===== src/rtl/pswal_pkg.sv =====
package pswal_pkg;
  parameter int unsigned SWAL_W    = 7;
  parameter int unsigned MAIN_W    = 11;
  parameter int unsigned PSC_SMALL = 64;
  parameter int unsigned PSC_LARGE = 128;
  parameter int unsigned MAIN_MIN  = 16;

  typedef struct packed {
    logic              sel;
    logic [SWAL_W-1:0] swal;
    logic [MAIN_W-1:0] main;
  } pswal_cfg_t;
endpackage


===== src/rtl/pswal_cfg_guard.sv =====
module pswal_cfg_guard
  import pswal_pkg::*;
#(
  parameter int unsigned RST_MAIN = MAIN_MIN,
  parameter int unsigned RST_SWAL = 0,
  parameter bit          RST_SEL  = 1'b1
) (
  input  logic       clk_i,
  input  logic       rst_ni,
  input  logic       load_i,
  input  pswal_cfg_t req_i,
  output pswal_cfg_t act_o,
  output pswal_cfg_t nxt_o,
  output logic       err_o
);
  pswal_cfg_t act_q;
  logic       err_q;
  logic       req_ok;

  assign req_ok = (req_i.main >= MAIN_W'(MAIN_MIN)) &&
                  (MAIN_W'(req_i.swal) < req_i.main);
  // counters reload from the setting that will be active next
  assign nxt_o  = req_ok ? req_i : act_q;

  always_ff @(posedge clk_i or negedge rst_ni) begin
    if (!rst_ni) begin
      act_q <= '{sel: RST_SEL, swal: SWAL_W'(RST_SWAL), main: MAIN_W'(RST_MAIN)};
      err_q <= 1'b0;
    end else if (load_i) begin
      act_q <= nxt_o;
      if (!req_ok) err_q <= 1'b1;
    end
  end

  assign act_o = act_q;
  assign err_o = err_q;

  assert_active_cfg_legal_R6: assert property (@(posedge clk_i) disable iff (!rst_ni)
    (act_q.main >= MAIN_W'(MAIN_MIN)) && (MAIN_W'(act_q.swal) < act_q.main));
  assert_err_sticky_R7: assert property (@(posedge clk_i) disable iff (!rst_ni)
    err_q |=> err_q);
  assert_cfg_hold_mid_period_R5: assert property (@(posedge clk_i) disable iff (!rst_ni)
    !load_i |=> $stable(act_q));
endmodule


===== src/rtl/pswal_prescaler.sv =====
module pswal_prescaler
  import pswal_pkg::*;
#(
  parameter int unsigned SMALL = PSC_SMALL,
  parameter int unsigned LARGE = PSC_LARGE
) (
  input  logic clk_i,
  input  logic rst_ni,
  input  logic sel_small_i,
  input  logic swallow_i,
  output logic tick_o
);
  localparam int unsigned PC_W = $clog2(LARGE + 2);
  localparam logic [PC_W-1:0] SM_LAST = PC_W'(SMALL - 1);
  localparam logic [PC_W-1:0] SM_SWAL = PC_W'(SMALL);
  localparam logic [PC_W-1:0] LG_LAST = PC_W'(LARGE - 1);
  localparam logic [PC_W-1:0] LG_SWAL = PC_W'(LARGE);

  logic [PC_W-1:0] pc_q;
  logic [PC_W-1:0] last;

  always_comb begin
    if (sel_small_i) last = swallow_i ? SM_SWAL : SM_LAST;
    else             last = swallow_i ? LG_SWAL : LG_LAST;
  end

  assign tick_o = (pc_q == last);

  always_ff @(posedge clk_i or negedge rst_ni) begin
    if (!rst_ni)     pc_q <= '0;
    else if (tick_o) pc_q <= '0;
    else             pc_q <= pc_q + 1'b1;
  end

  assert_psc_in_range_R1: assert property (@(posedge clk_i) disable iff (!rst_ni)
    pc_q <= LG_SWAL);
endmodule


===== src/rtl/pswal_count_chain.sv =====
module pswal_count_chain
  import pswal_pkg::*;
#(
  parameter int unsigned RST_MAIN = MAIN_MIN,
  parameter int unsigned RST_SWAL = 0
) (
  input  logic              clk_i,
  input  logic              rst_ni,
  input  logic              tick_i,
  input  logic [SWAL_W-1:0] swal_ld_i,
  input  logic [MAIN_W-1:0] main_ld_i,
  output logic              swallow_o,
  output logic              wrap_o,
  output logic              fp_o
);
  logic [SWAL_W-1:0] a_q;
  logic [MAIN_W-1:0] n_q;
  logic              fp_q;

  assign wrap_o    = tick_i && (n_q == MAIN_W'(1));
  assign swallow_o = (a_q != '0);

  always_ff @(posedge clk_i or negedge rst_ni) begin
    if (!rst_ni) begin
      a_q  <= SWAL_W'(RST_SWAL);
      n_q  <= MAIN_W'(RST_MAIN);
      fp_q <= 1'b0;
    end else begin
      fp_q <= wrap_o;
      if (wrap_o) begin
        a_q <= swal_ld_i;
        n_q <= main_ld_i;
      end else if (tick_i) begin
        n_q <= n_q - 1'b1;
        if (swallow_o) a_q <= a_q - 1'b1;
      end
    end
  end

  assign fp_o = fp_q;

  assert_swal_below_main_R3: assert property (@(posedge clk_i) disable iff (!rst_ni)
    MAIN_W'(a_q) < n_q);
  assert_fp_single_clock_R4: assert property (@(posedge clk_i) disable iff (!rst_ni)
    fp_q |=> !fp_q);
  assert_main_nonzero_R1: assert property (@(posedge clk_i) disable iff (!rst_ni)
    n_q != '0);
endmodule


===== src/rtl/pswal_divider.sv =====
module pswal_divider
  import pswal_pkg::*;
#(
  parameter int unsigned RST_MAIN = MAIN_MIN,
  parameter int unsigned RST_SWAL = 0,
  parameter bit          RST_SEL  = 1'b1
) (
  input  logic              clk_i,
  input  logic              rst_ni,
  input  logic              psc_sel_i,
  input  logic [SWAL_W-1:0] swal_i,
  input  logic [MAIN_W-1:0] main_i,
  output logic              fp_o,
  output logic              cfg_err_o
);
  pswal_cfg_t req, act, nxt;
  logic       tick, swallow, wrap;

  assign req = '{sel: psc_sel_i, swal: swal_i, main: main_i};

  pswal_cfg_guard #(.RST_MAIN(RST_MAIN), .RST_SWAL(RST_SWAL), .RST_SEL(RST_SEL)) u_guard (
    .clk_i (clk_i), .rst_ni(rst_ni), .load_i(wrap),
    .req_i (req),   .act_o (act),    .nxt_o (nxt), .err_o(cfg_err_o)
  );

  pswal_prescaler u_psc (
    .clk_i(clk_i), .rst_ni(rst_ni), .sel_small_i(act.sel),
    .swallow_i(swallow), .tick_o(tick)
  );

  pswal_count_chain #(.RST_MAIN(RST_MAIN), .RST_SWAL(RST_SWAL)) u_chain (
    .clk_i(clk_i), .rst_ni(rst_ni), .tick_i(tick),
    .swal_ld_i(nxt.swal), .main_ld_i(nxt.main),
    .swallow_o(swallow), .wrap_o(wrap), .fp_o(fp_o)
  );

  assert_reset_quiet_R8: assert property (@(posedge clk_i)
    !rst_ni |-> (!fp_o && !cfg_err_o));
endmodule


===== config.mk =====
export PLATFORM = sky130hd
export DESIGN_NAME = pswal_divider
export DESIGN_NICKNAME = d
export VERILOG_FILES = /design/src/rtl/pswal_pkg.sv /design/src/rtl/pswal_cfg_guard.sv /design/src/rtl/pswal_prescaler.sv /design/src/rtl/pswal_count_chain.sv /design/src/rtl/pswal_divider.sv
export SDC_FILE = /design/constraint.sdc
export NUM_CORES = 1
export LEC_CHECK = 0
export BUFFER_PORTS_ARGS = -buffer_cell sky130_fd_sc_hd__buf_2
export CAP_MARGIN = 10
export CORE_MARGIN = 5
export CORE_UTILIZATION = 45
export DETAILED_ROUTE_END_ITERATION = 7
export PLACE_DENSITY = 0.7
export SKIP_LAST_GASP = 1
export SLEW_MARGIN = 10
export SYNTH_ARGS = -nofsm -noshare
export SYNTH_HDL_FRONTEND = slang
export SYNTH_SLANG_ARGS = --single-unit

===== constraint.sdc =====
create_clock -name clk_i -period 3.9 [get_ports clk_i]
set_input_delay 0.975 -clock clk_i [delete_from_list [all_inputs] [get_ports clk_i]]
set_output_delay 0.975 -clock clk_i [all_outputs]
set_load 0.005 [all_outputs]

==> summary.md, run 1 <==
| Metric | Value |
|---|---|
| Internal power | `0.000630 W` |
| Die Y | `between 80 and 90 um` |
| Reg2reg end | `u_guard.act_o[0]` |
| Simple-gate share of the synthesized area | `between 10% and 20%` |
| Slew Limit Fails | `0` |
| Tmin final | `3150 ps` |
| LEAKAGE | `between 1 and 1.5 nW` |
| Initial Util | `46.9%` |
| Sequential fraction of design power | `58.7%` |
| Seq cells post-synth | `47` |
| I/O pin count | `23` |
| Worst EP required | `4090 ps` |
| FMAX | `318 MHz` |
| CP Buf/Inv Count | `3` |
| Cell area after synthesis | `2600 um2` |
| Number of setup violations in the final report | `0` |
| Crit. End Element | `register` |
| Setup crit end | `u_guard.act_o[0]` |
| Vias in the first global route | `1958` |
| H-tree depth | `2` |
| Max Cap Viol | `0` |
| CTS tree | `done` |
| Root Driver | `clkbuf_8` |
| Gate Count Post-Synth | `266` |
| Row cnt | `27` |
| Post-synthesis xor/xnor area fraction | `3.04%` |
| Crit-path slowest cell | `dfrtp_1` |
| CTS resizes | `0` |
| Final design utilization | `51.6%` |
| Antenna-violating nets left | `0` |
| Post-synthesis cell type count | `52` |
| Buffers on Ports | `22` |
| Worst path depth | `13` |
| Layout fillers | `518` |
| Layout cells sized above 1 | `19.0%` |
| Final #Nets | `321` |
| Drc violations | `0` |
| Reg-to-Reg Start | `u_chain.a_q[0]` |
| HP Class | `reg2reg` |
| Sequential Area | `1180 um2` |
| Final TNS setup | `0 ps` |
| Via count | `approximately 2100` |
| Synth Area in Compound Gates | `between 10% and 20%` |
| RSZ-0062 raised after global routing | `no` |
| Multiplexer area fraction after synthesis | `6.80%` |
| Clock-pin slew on the worst setup and hold paths | `90 ps` |
| Num CTS Buffers | `5` |
| Clock skew | `slightly below 10 ps` |
| Gpl congestion | `0.814` |
| Critical path startpoint category | `register` |
| Synth Net Count | `approximately 300` |
| Clock buffer depth | `2` |
| Detailed Route Iter0 Violations | `131` |
| Instance area at placement | `approximately 2800 um2` |
| CP peak stage delay | `between 400 and 500 ps` |
| Worst-Margin Slew | `1040 ps` |
| NetSw | `0.000203 W` |
| Adder-Cell Fraction of Synth Area | `5.30%` |
| Number of synthesized flops with an enable pin | `0` |
| 1st-pass router iterations | `4` |
| Initial antenna violation count | `0` |
| Dpl hpwl | `~4000 um` |
| Metal3 WL | `341 um` |
| Largest net degree at the start of global routing | `48` |
| Met2 Routed Length | `2420 um` |
| Total power draw | `0.000833 W` |
| Hold_buf cts | `0` |
| Cell area after layout | `about 2900 um2` |
| CORE AREA | `5540 um2` |
| Cell total after placement | `354` |
| Area contributors post-synth | `dfrtp_1 (42%), ha_1 (5.3%), o21ai_0 (5.0%)` |
| Run status | `completed` |
| Worst VDD drop | `~0.23 mV` |
| Clk network pwr share | `around a third` |
| CP cell instances | `inv_1 -> ha_1 -> nor4b_1 -> buf_4 -> nand2_1 -> ha_1 -> xor2_1 -> nor2_1 -> o21a_2 -> nand2_4 -> clkinv_4 -> nand2_4 -> mux2_4` |
| Fin crit share | `80.7%` |
| Die area | `7390 um2` |
| Fin cells | `362` |
| Crit path kind | `reg2reg` |
| Area leader, netlist | `dfrtp_1` |
| Routed length on met1 | `2690 um` |
| Top delay family on crit path | `simple AND/OR/NAND/NOR gates` |
| Grt total ovfl | `0` |
| Worst Setup SP | `u_chain.a_q[0]` |
| Setup bufs post-CTS | `0` |
| Vias/cell | `5.71` |
| Total track usage | `16.4%` |
| R2R depth | `13` |
| Area taken by multi-input logic gates | `1320 um2` |
| Worst EP arrival | `3340 ps` |
| Syn avg cell area | `9.76 um2` |
| FF-to-FF setup slack | `750 ps` |
| Switch share | `24.3%` |
| Clk_lat worst skew | `300 ps` |
| DIE WIDTH | `86.0 um` |
| Top sig layer | `met4` |
| Cell area power density | `291 nW/um2` |
| Total Wirelength | `5530 um` |
| First-pass GRT wire length | `9690 um` |
| Yosys warns | `0` |
| Sequential fraction of the synthesis area | `45.4%` |
| Most common cell after layout, fill and taps aside | `dfrtp_1` |
| Final hold violation count | `0` |
| Ys flop type | `dfrtp_1` |
| Max_slew headroom | `a little under a third` |
| Post-synth top area share | `42.4%` |
| Ys async rst share | `100%` |
| Ant diodes | `0` |
| Crit-path max FO | `18` |
| Clk sink count | `47` |
| Largest family of logic cells by synthesized area | `compound AO/OA/AOI/OAI gates` |
| Avg WL per Cell | `15.3 um` |
| Combinational share of power | `6.6%` |
| Commonest cells after routing, fill and taps aside | `dfrtp_1 (44), nor2_1 (26), o21ai_0 (26), a21oi_1 (25), buf_2 (22)` |
| Synth-to-Final Area Change | `10.1%` |
-- state kept, by name, summed over array words and instances (netlist names) --
| name | flops |
|---|---|
| u_guard.err_o | 1 |
| u_psc.pc_q | 8 |
| u_chain.fp_o | 1 |
| u_chain.a_q | 7 |
| u_guard.act_o | 19 |
| u_chain.n_q | 11 |
-- worst register-to-register path, stage by stage (launching register included) --
cell      delay, ps
dfrtp_1         410
inv_1            60
ha_1            210
nor4b_1         260
buf_4           190
nand2_1         120
ha_1            330
xor2_1          160
nor2_1          120
o21a_2          330
nand2_4         200
clkinv_4        150
nand2_4         160
mux2_4          340
-- kinds of logic after synthesis --
| kind of cell | count (synthesis) |
|---|---|
| multiplexers | 16 |
| flip-flops | 47 |
| XOR/XNOR | 9 |
| AND/OR/NAND/NOR | 78 |
| AO/OA/AOI/OAI | 83 |
| adder cells (fa/ha/maj) | 11 |
| buffers and inverters | 22 |
-- cells in the mapped netlist (all sizes together) (3+ instances only) --
cell type  count
nor2          26
or3            3
clkbuf         5
dfrtp         44
a21oi         25
dfstp          3
ha            11
or2            3
o211ai         3
mux2i          6
nand3          5
inv           12
a21o           3
xor2           5
xnor2          4
nor4           7
mux2          10
nor3           7
a31oi          7
buf            4
a22o           4
nand2         13
nand4          4
o21ai         27
-- worst min-delay path by stage --
stage | start | to | depth (start not counted)
2_1_floorplan | u_guard.act_o[6] | u_guard.act_o[6] | 2
3_3_place_gp | u_guard.err_o | u_guard.err_o | 1
3_5_place_dp | u_guard.err_o | u_guard.err_o | 1
4_1_cts | u_guard.err_o | u_guard.err_o | 1
5_1_grt | u_guard.err_o | u_guard.err_o | 1
6_report | u_guard.err_o | u_guard.err_o | 1
-- area by class of cell --
cell class	instances	area share [%]
multi-input cells	197	46.1
flip-flops and latches	47	41.3
repair buffers	25	4.64
well taps	72	3.15
clock buffers	5	2.41
inverters	13	1.88
clock inverters	3	0.525
-- stage by stage --
| step | hold slack [ps] | setup WS (ps) |
|---|---|---|
| finish | 476 | 754 |
| global route | 497 | 539 |
| CTS | 480 | 732 |
| detailed placement | 459 | 567 |
| global placement | 452 | 659 |
| floorplan | 450 | 901 |
-- power groups by stage --
stage,combinational [W],sequential [W],clock [W]
after floorplan,0.0000242,0.000498,0
after global placement,0.0000551,0.000498,0
after detailed placement,0.0000558,0.000498,0
after CTS,0.0000560,0.000488,0.000297
after global routing,0.0000633,0.000489,0.000319
final,0.0000552,0.000488,0.000289
-- routing by layer --
layer	vias up	track usage (%)
met5	-	0
met4	0	4.89
met3	10	4.80
met2	57	23.9
met1	978	23.5
li1	1022	-
Power figures use the tool's default switching activity.
==> inputs of run 2 (changes only) <==
==> constraint.sdc (replaced) <==
create_clock -name clk_i -period 3.3 [get_ports clk_i]
set_input_delay 0.825 -clock clk_i [delete_from_list [all_inputs] [get_ports clk_i]]
set_output_delay 0.825 -clock clk_i [all_outputs]
set_load 0.005 [all_outputs]
==> summary.md, run 2 (synthesis gave the netlist of run 1 again) <==
| Metric | Value |
|---|---|
| Die area | `7390 um2` |
| Worst hold stages | `1` |
| Via count | `2106` |
| DIE WIDTH | `~86 um` |
| RSZ-0062 raised after global routing | `no` |
| Vias/cell | `5.75` |
| FMAX | `about 330 MHz` |
| Min-delay src | `u_guard.err_o` |
| Final TNS setup | `0 ps` |
| Tmin final | `between 3000 and 4000 ps` |
| Total Wirelength | `5860 um` |
| Max reg flops | `19` |
| Worst Setup SP | `u_chain.a_q[0]` |
| Row cnt | `27` |
| Number of setup violations in the final report | `0` |
| I/O pin count | `23` |
| Antenna-violating nets left | `0` |
| Detailed Route Iter0 Violations | `122` |
| Grt total ovfl | `0` |
| Setup bufs post-CTS | `0` |
| Critical path startpoint category | `register` |
| 1st-pass router iterations | `4` |
| Total track usage | `about 18%` |
| Drc violations | `0` |
| Fin Hold WS | `476 ps` |
| LEAKAGE | `1.27 nW` |
| Worst EP required | `3530 ps` |
| Crit. End Element | `register` |
| FF-to-FF setup slack | `roughly 270 ps` |
| Max Cap Viol | `0` |
| R2R depth | `12` |
| Final #Nets | `325` |
| Die Y | `86.0 um` |
| Reg2reg end | `u_chain.a_q[0]` |
| Clock buffer depth | `2` |
| H-tree depth | `2` |
| Setup WS post-layout | `roughly 270 ps` |
| Vias in the first global route | `2113` |
| Crit-path max FO | `12` |
| Cell area power density | `349 nW/um2` |
| Slew Limit Fails | `0` |
| Crit path kind | `reg2reg` |
| CTS resizes | `0` |
| Clock-pin slew on the worst setup and hold paths | `90 ps` |
| Num CTS Buffers | `5` |
| CTS tree | `done` |
| Reg-to-Reg Start | `u_chain.a_q[0]` |
| Most common cell after layout, fill and taps aside | `dfrtp_1` |
| Buffers on Ports | `22` |
| Largest net degree at the start of global routing | `between 40 and 50` |
| Fin crit share | `91.8%` |
| Layout fillers | `536` |
| Worst-Margin Slew | `1010 ps` |
| Run status | `completed` |
| Total power draw | `0.00101 W` |
| Pre-CTS WS | `between 300 and 400 ps` |
| Gpl congestion | `between 0.8 and 0.9` |
| Layout cells sized above 1 | `20.1%` |
| Clk sink count | `47` |
| Cell total after placement | `about 360` |
| Dpl hpwl | `4280 um` |
| Final hold violation count | `0` |
| First-pass GRT wire length | `10300 um` |
| Commonest cells after routing, fill and taps aside | `dfrtp_1 (44), nor2_1 (26), o21ai_0 (26), a21oi_1 (25), buf_2 (22)` |
| Initial Util | `46.9%` |
| Ant diodes | `0` |
| Clk_lat worst skew | `roughly 310 ps` |
| Hold_buf cts | `0` |
| Avg WL per Cell | `16.0 um` |
| Hold EP | `u_guard.err_o` |
| Fin cells | `around 370` |
| Clock skew | `6.49 ps` |
| Worst VDD drop | `between 0.2 and 0.3 mV` |
| Root Driver | `clkbuf_8` |
| Synth-to-Final Area Change | `11.6%` |
| HP Class | `reg2reg` |
| CORE AREA | `between 5000 and 6000 um2` |
| Max_slew headroom | `about 33%` |
| Worst EP arrival | `3260 ps` |
| Initial antenna violation count | `0` |
[run 2: changes by cell type in the layout (fill, tap and decap cells not counted), sizes merged]
| cell | before | now |
|---|---|---|
| buf | 25 | 29 |
| inv | 12 | 14 |
| clkinv | 4 | 2 |
[run 2: worst max path at each step]
stage,end,cells past startpoint
after floorplan,u_guard.act_o[0],13
after global placement,u_chain.a_q[0],12
after detailed placement,u_guard.act_o[16],12
after CTS,u_chain.a_q[0],12
after global routing,u_chain.n_q[1],13
final,u_chain.a_q[0],12
[run 2: critical path, stage by stage, from the launching register on]
cell	delay (ps)
dfrtp_1	410
inv_1	70
ha_1	200
nor4b_1	360
nand2_1	220
ha_1	330
xor2_1	160
nor2_1	140
o21ai_1	230
buf_4	270
a31oi_1	260
o21ai_0	150
a21oi_1	150
[run 2: stage by stage]
stage	utilization (%)	area, um2
2_1_floorplan	-	2600
3_3_place_gp	50.6	2810
3_5_place_dp	50.6	2810
4_1_cts	52.3	2900
5_1_grt	52.3	2900
6_report	52.3	2900
[run 2: where the power goes]
| part | total [W] | internal, W | switching [W] |
|---|---|---|---|
| Combinational | 0.0000691 | 0.0000253 | 0.0000438 |
| Clock | 0.000364 | 0.000154 | 0.000210 |
| Sequential | 0.000577 | 0.000576 | 0.000000930 |
| Total | 0.00101 | 0.000755 | 0.000255 |
[run 2: layout make-up]
cell class	count	area, um2	share of cell area (%)
inverters	13	53.8	1.86
repair buffers	29	163	5.62
clock buffers	5	68.8	2.38
well taps	72	90.1	3.11
multi-input cells	197	1320	45.5
clock inverters	3	22.5	0.778
flip-flops and latches	47	1180	40.7
[run 2: routing by layer]
layer	vias to the layer above	global-route usage [%]	wire length [um]	share of wire, %
li1	1035	-	-	-
met4	0	6.62	65	1.1
met3	4	3.27	321	5.5
met5	-	0	0	0
met2	48	27.0	2680	46
met1	1019	24.6	2790	48
==> inputs of run 3 (changes only) <==
--- a/config.mk
+++ b/config.mk
@@ -8,9 +8,10 @@
 export BUFFER_PORTS_ARGS = -buffer_cell sky130_fd_sc_hd__buf_2
 export CAP_MARGIN = 10
 export CORE_MARGIN = 5
-export CORE_UTILIZATION = 45
+export CORE_UTILIZATION = 25
+export CTS_BUF_LIST = sky130_fd_sc_hd__clkbuf_8
 export DETAILED_ROUTE_END_ITERATION = 7
-export PLACE_DENSITY = 0.7
+export PLACE_DENSITY = 0.47
 export SKIP_LAST_GASP = 1
 export SLEW_MARGIN = 10
 export SYNTH_ARGS = -nofsm -noshare
==> summary.md, run 3 (synthesis gave the netlist of run 1 again) <==
| Metric | Value |
|---|---|
| I/O pin count | `23` |
| Commonest cells after routing, fill and taps aside | `dfrtp_1 (44), nor2_1 (26), o21ai_0 (26), a21oi_1 (25), buf_2 (22)` |
| LEAKAGE | `1.28 nW` |
| Initial Util | `25.4%` |
| Clock buffer depth | `2` |
| Ant diodes | `0` |
| Clk sink count | `47` |
| Final design utilization | `29.3%` |
| RSZ-0062 raised after global routing | `no` |
| Drc violations | `0` |
| Run status | `completed` |
| Vias in the first global route | `between 2000 and 2500` |
| Reg2reg end | `u_chain.n_q[10]` |
| FF-to-FF setup slack | `390 ps` |
| Tmin final | `2910 ps` |
| Avg WL per Cell | `14.9 um` |
| Total power draw | `0.00101 W` |
| Most common cell after layout, fill and taps aside | `dfrtp_1` |
| Reg-to-Reg Start | `u_chain.a_q[0]` |
| Worst EP required | `3490 ps` |
| Cell area after layout | `3000 um2` |
| H-tree depth | `2` |
| Clk_lat worst skew | `310 ps` |
| Dpl hpwl | `4700 um` |
| Total track usage | `11.1%` |
| Total Wirelength | `6430 um` |
| Crit. End Element | `register` |
| Worst EP arrival | `3100 ps` |
| FMAX | `344 MHz` |
| Gpl congestion | `0.775` |
| DIE WIDTH | `between 100 and 150 um` |
| Initial antenna violation count | `0` |
| Crit-path max FO | `8` |
| Detailed Route Iter0 Violations | `96` |
| Clock-pin slew on the worst setup and hold paths | `~100 ps` |
| Cell area power density | `336 nW/um2` |
| Slew Limit Fails | `0` |
| Clock skew | `about 12 ps` |
| 1st-pass router iterations | `4` |
| Fin crit share | `88.1%` |
| Layout cells sized above 1 | `between 20 and 25%` |
| Buffers on Ports | `22` |
| Final TNS setup | `0 ps` |
| Instance area at placement | `2900 um2` |
| Max_slew headroom | `58.3%` |
| Worst-Margin Slew | `621 ps` |
| Max Cap Viol | `0` |
| Antenna-violating nets left | `0` |
| Critical path startpoint category | `register` |
| Final hold violation count | `0` |
| Max reg flops | `19` |
| Worst VDD drop | `between 0.1 and 0.15 mV` |
| R2R depth | `11` |
| Vias/cell | `4.78` |
| Via count | `~2100` |
| Grt total ovfl | `0` |
| Number of setup violations in the final report | `0` |
| Die Y | `112 um` |
| HP Class | `in2async` |
| Row cnt | `37` |
| Final #Nets | `327` |
| Num CTS Buffers | `5` |
| Die area | `between 10000 and 15000 um2` |
| Synth-to-Final Area Change | `15.4%` |
| First-pass GRT wire length | `11300 um` |
| Largest net degree at the start of global routing | `37` |
| Root Driver | `clkbuf_8` |
| CORE AREA | `10200 um2` |
| CTS tree | `done` |
| Setup bufs post-CTS | `0` |
| Crit path kind | `reg2reg` |
## run 3: changes by cell type in the layout (fill, tap and decap cells not counted), sizes merged
cell / before / now
buf: 29 / 31
inv: 14 / 13
clkinv: 2 / 3
## run 3: power by group
| part | internal (W) | switching [W] | leakage [nW] |
|---|---|---|---|
| logic | 0.0000267 | 0.0000456 | 0.663 |
| registers | 0.000576 | 0.000000853 | 0.566 |
| clock network | 0.000150 | 0.000209 | 0.0495 |
## run 3: area by class of cell
class	count	area, um2
Multi-Input combinational cell	197	1330
Sequential cell	47	1180
Timing Repair Buffer	31	178
Clock buffer	5	68.8
Fill cell	1082	7230
Tap cell	136	170
Inverter	13	53.8
Clock inverter	3	21.3
## run 3: how the worst max path moves through the flow
stage	startpoint	to	slack, ps	cells after the start
3_3_place_gp	u_chain.a_q[0]	u_guard.act_o[14]	310	12
2_1_floorplan	u_chain.a_q[0]	u_guard.act_o[0]	400	13
3_5_place_dp	u_chain.a_q[0]	u_guard.act_o[15]	260	12
5_1_grt	u_chain.a_q[0]	u_chain.a_q[0]	120	12
4_1_cts	u_chain.a_q[0]	u_chain.n_q[10]	210	11
6_report	u_chain.a_q[0]	u_chain.n_q[10]	390	11
## run 3: stage by stage
stage               setup slack [ps]  hold WS, ps  cells
floorplan                        400          450    266
global placement                 308          464    424
detailed placement               255          458    424
CTS                              214          383    432
global route                     118          385    432
finish                           392          383    432
## run 3: per-layer routing
metal / vias up / GRT usage, % / part of all wire, %
li1: 1033 / - / -
met1: 1004 / 15.2 / 51
met2: 22 / 17.4 / 46
met3: 6 / 2.72 / 2.8
met4: 0 / 3.16 / 1.1
met5: - / 0 / 0
## run 3: critical path, cell delays in order, from the launching register on
cell     delay (ps)
dfrtp_1         430
inv_1            70
ha_1            200
nor4b_2         250
nand2_1         170
ha_1            330
xor2_1          160
nor2_1          140
o21ai_1         250
or2_1           340
o31a_1          240
a41o_1          210
## run 3: timing repair
| item | CTS | global route |
|---|---|---|
| resized for setup | 0 | 1 |
| endpoints found under the setup margin | 0 | 13 |
| endpoints found under the hold margin | 0 | 0 |
| hold buffers | 0 | 0 |
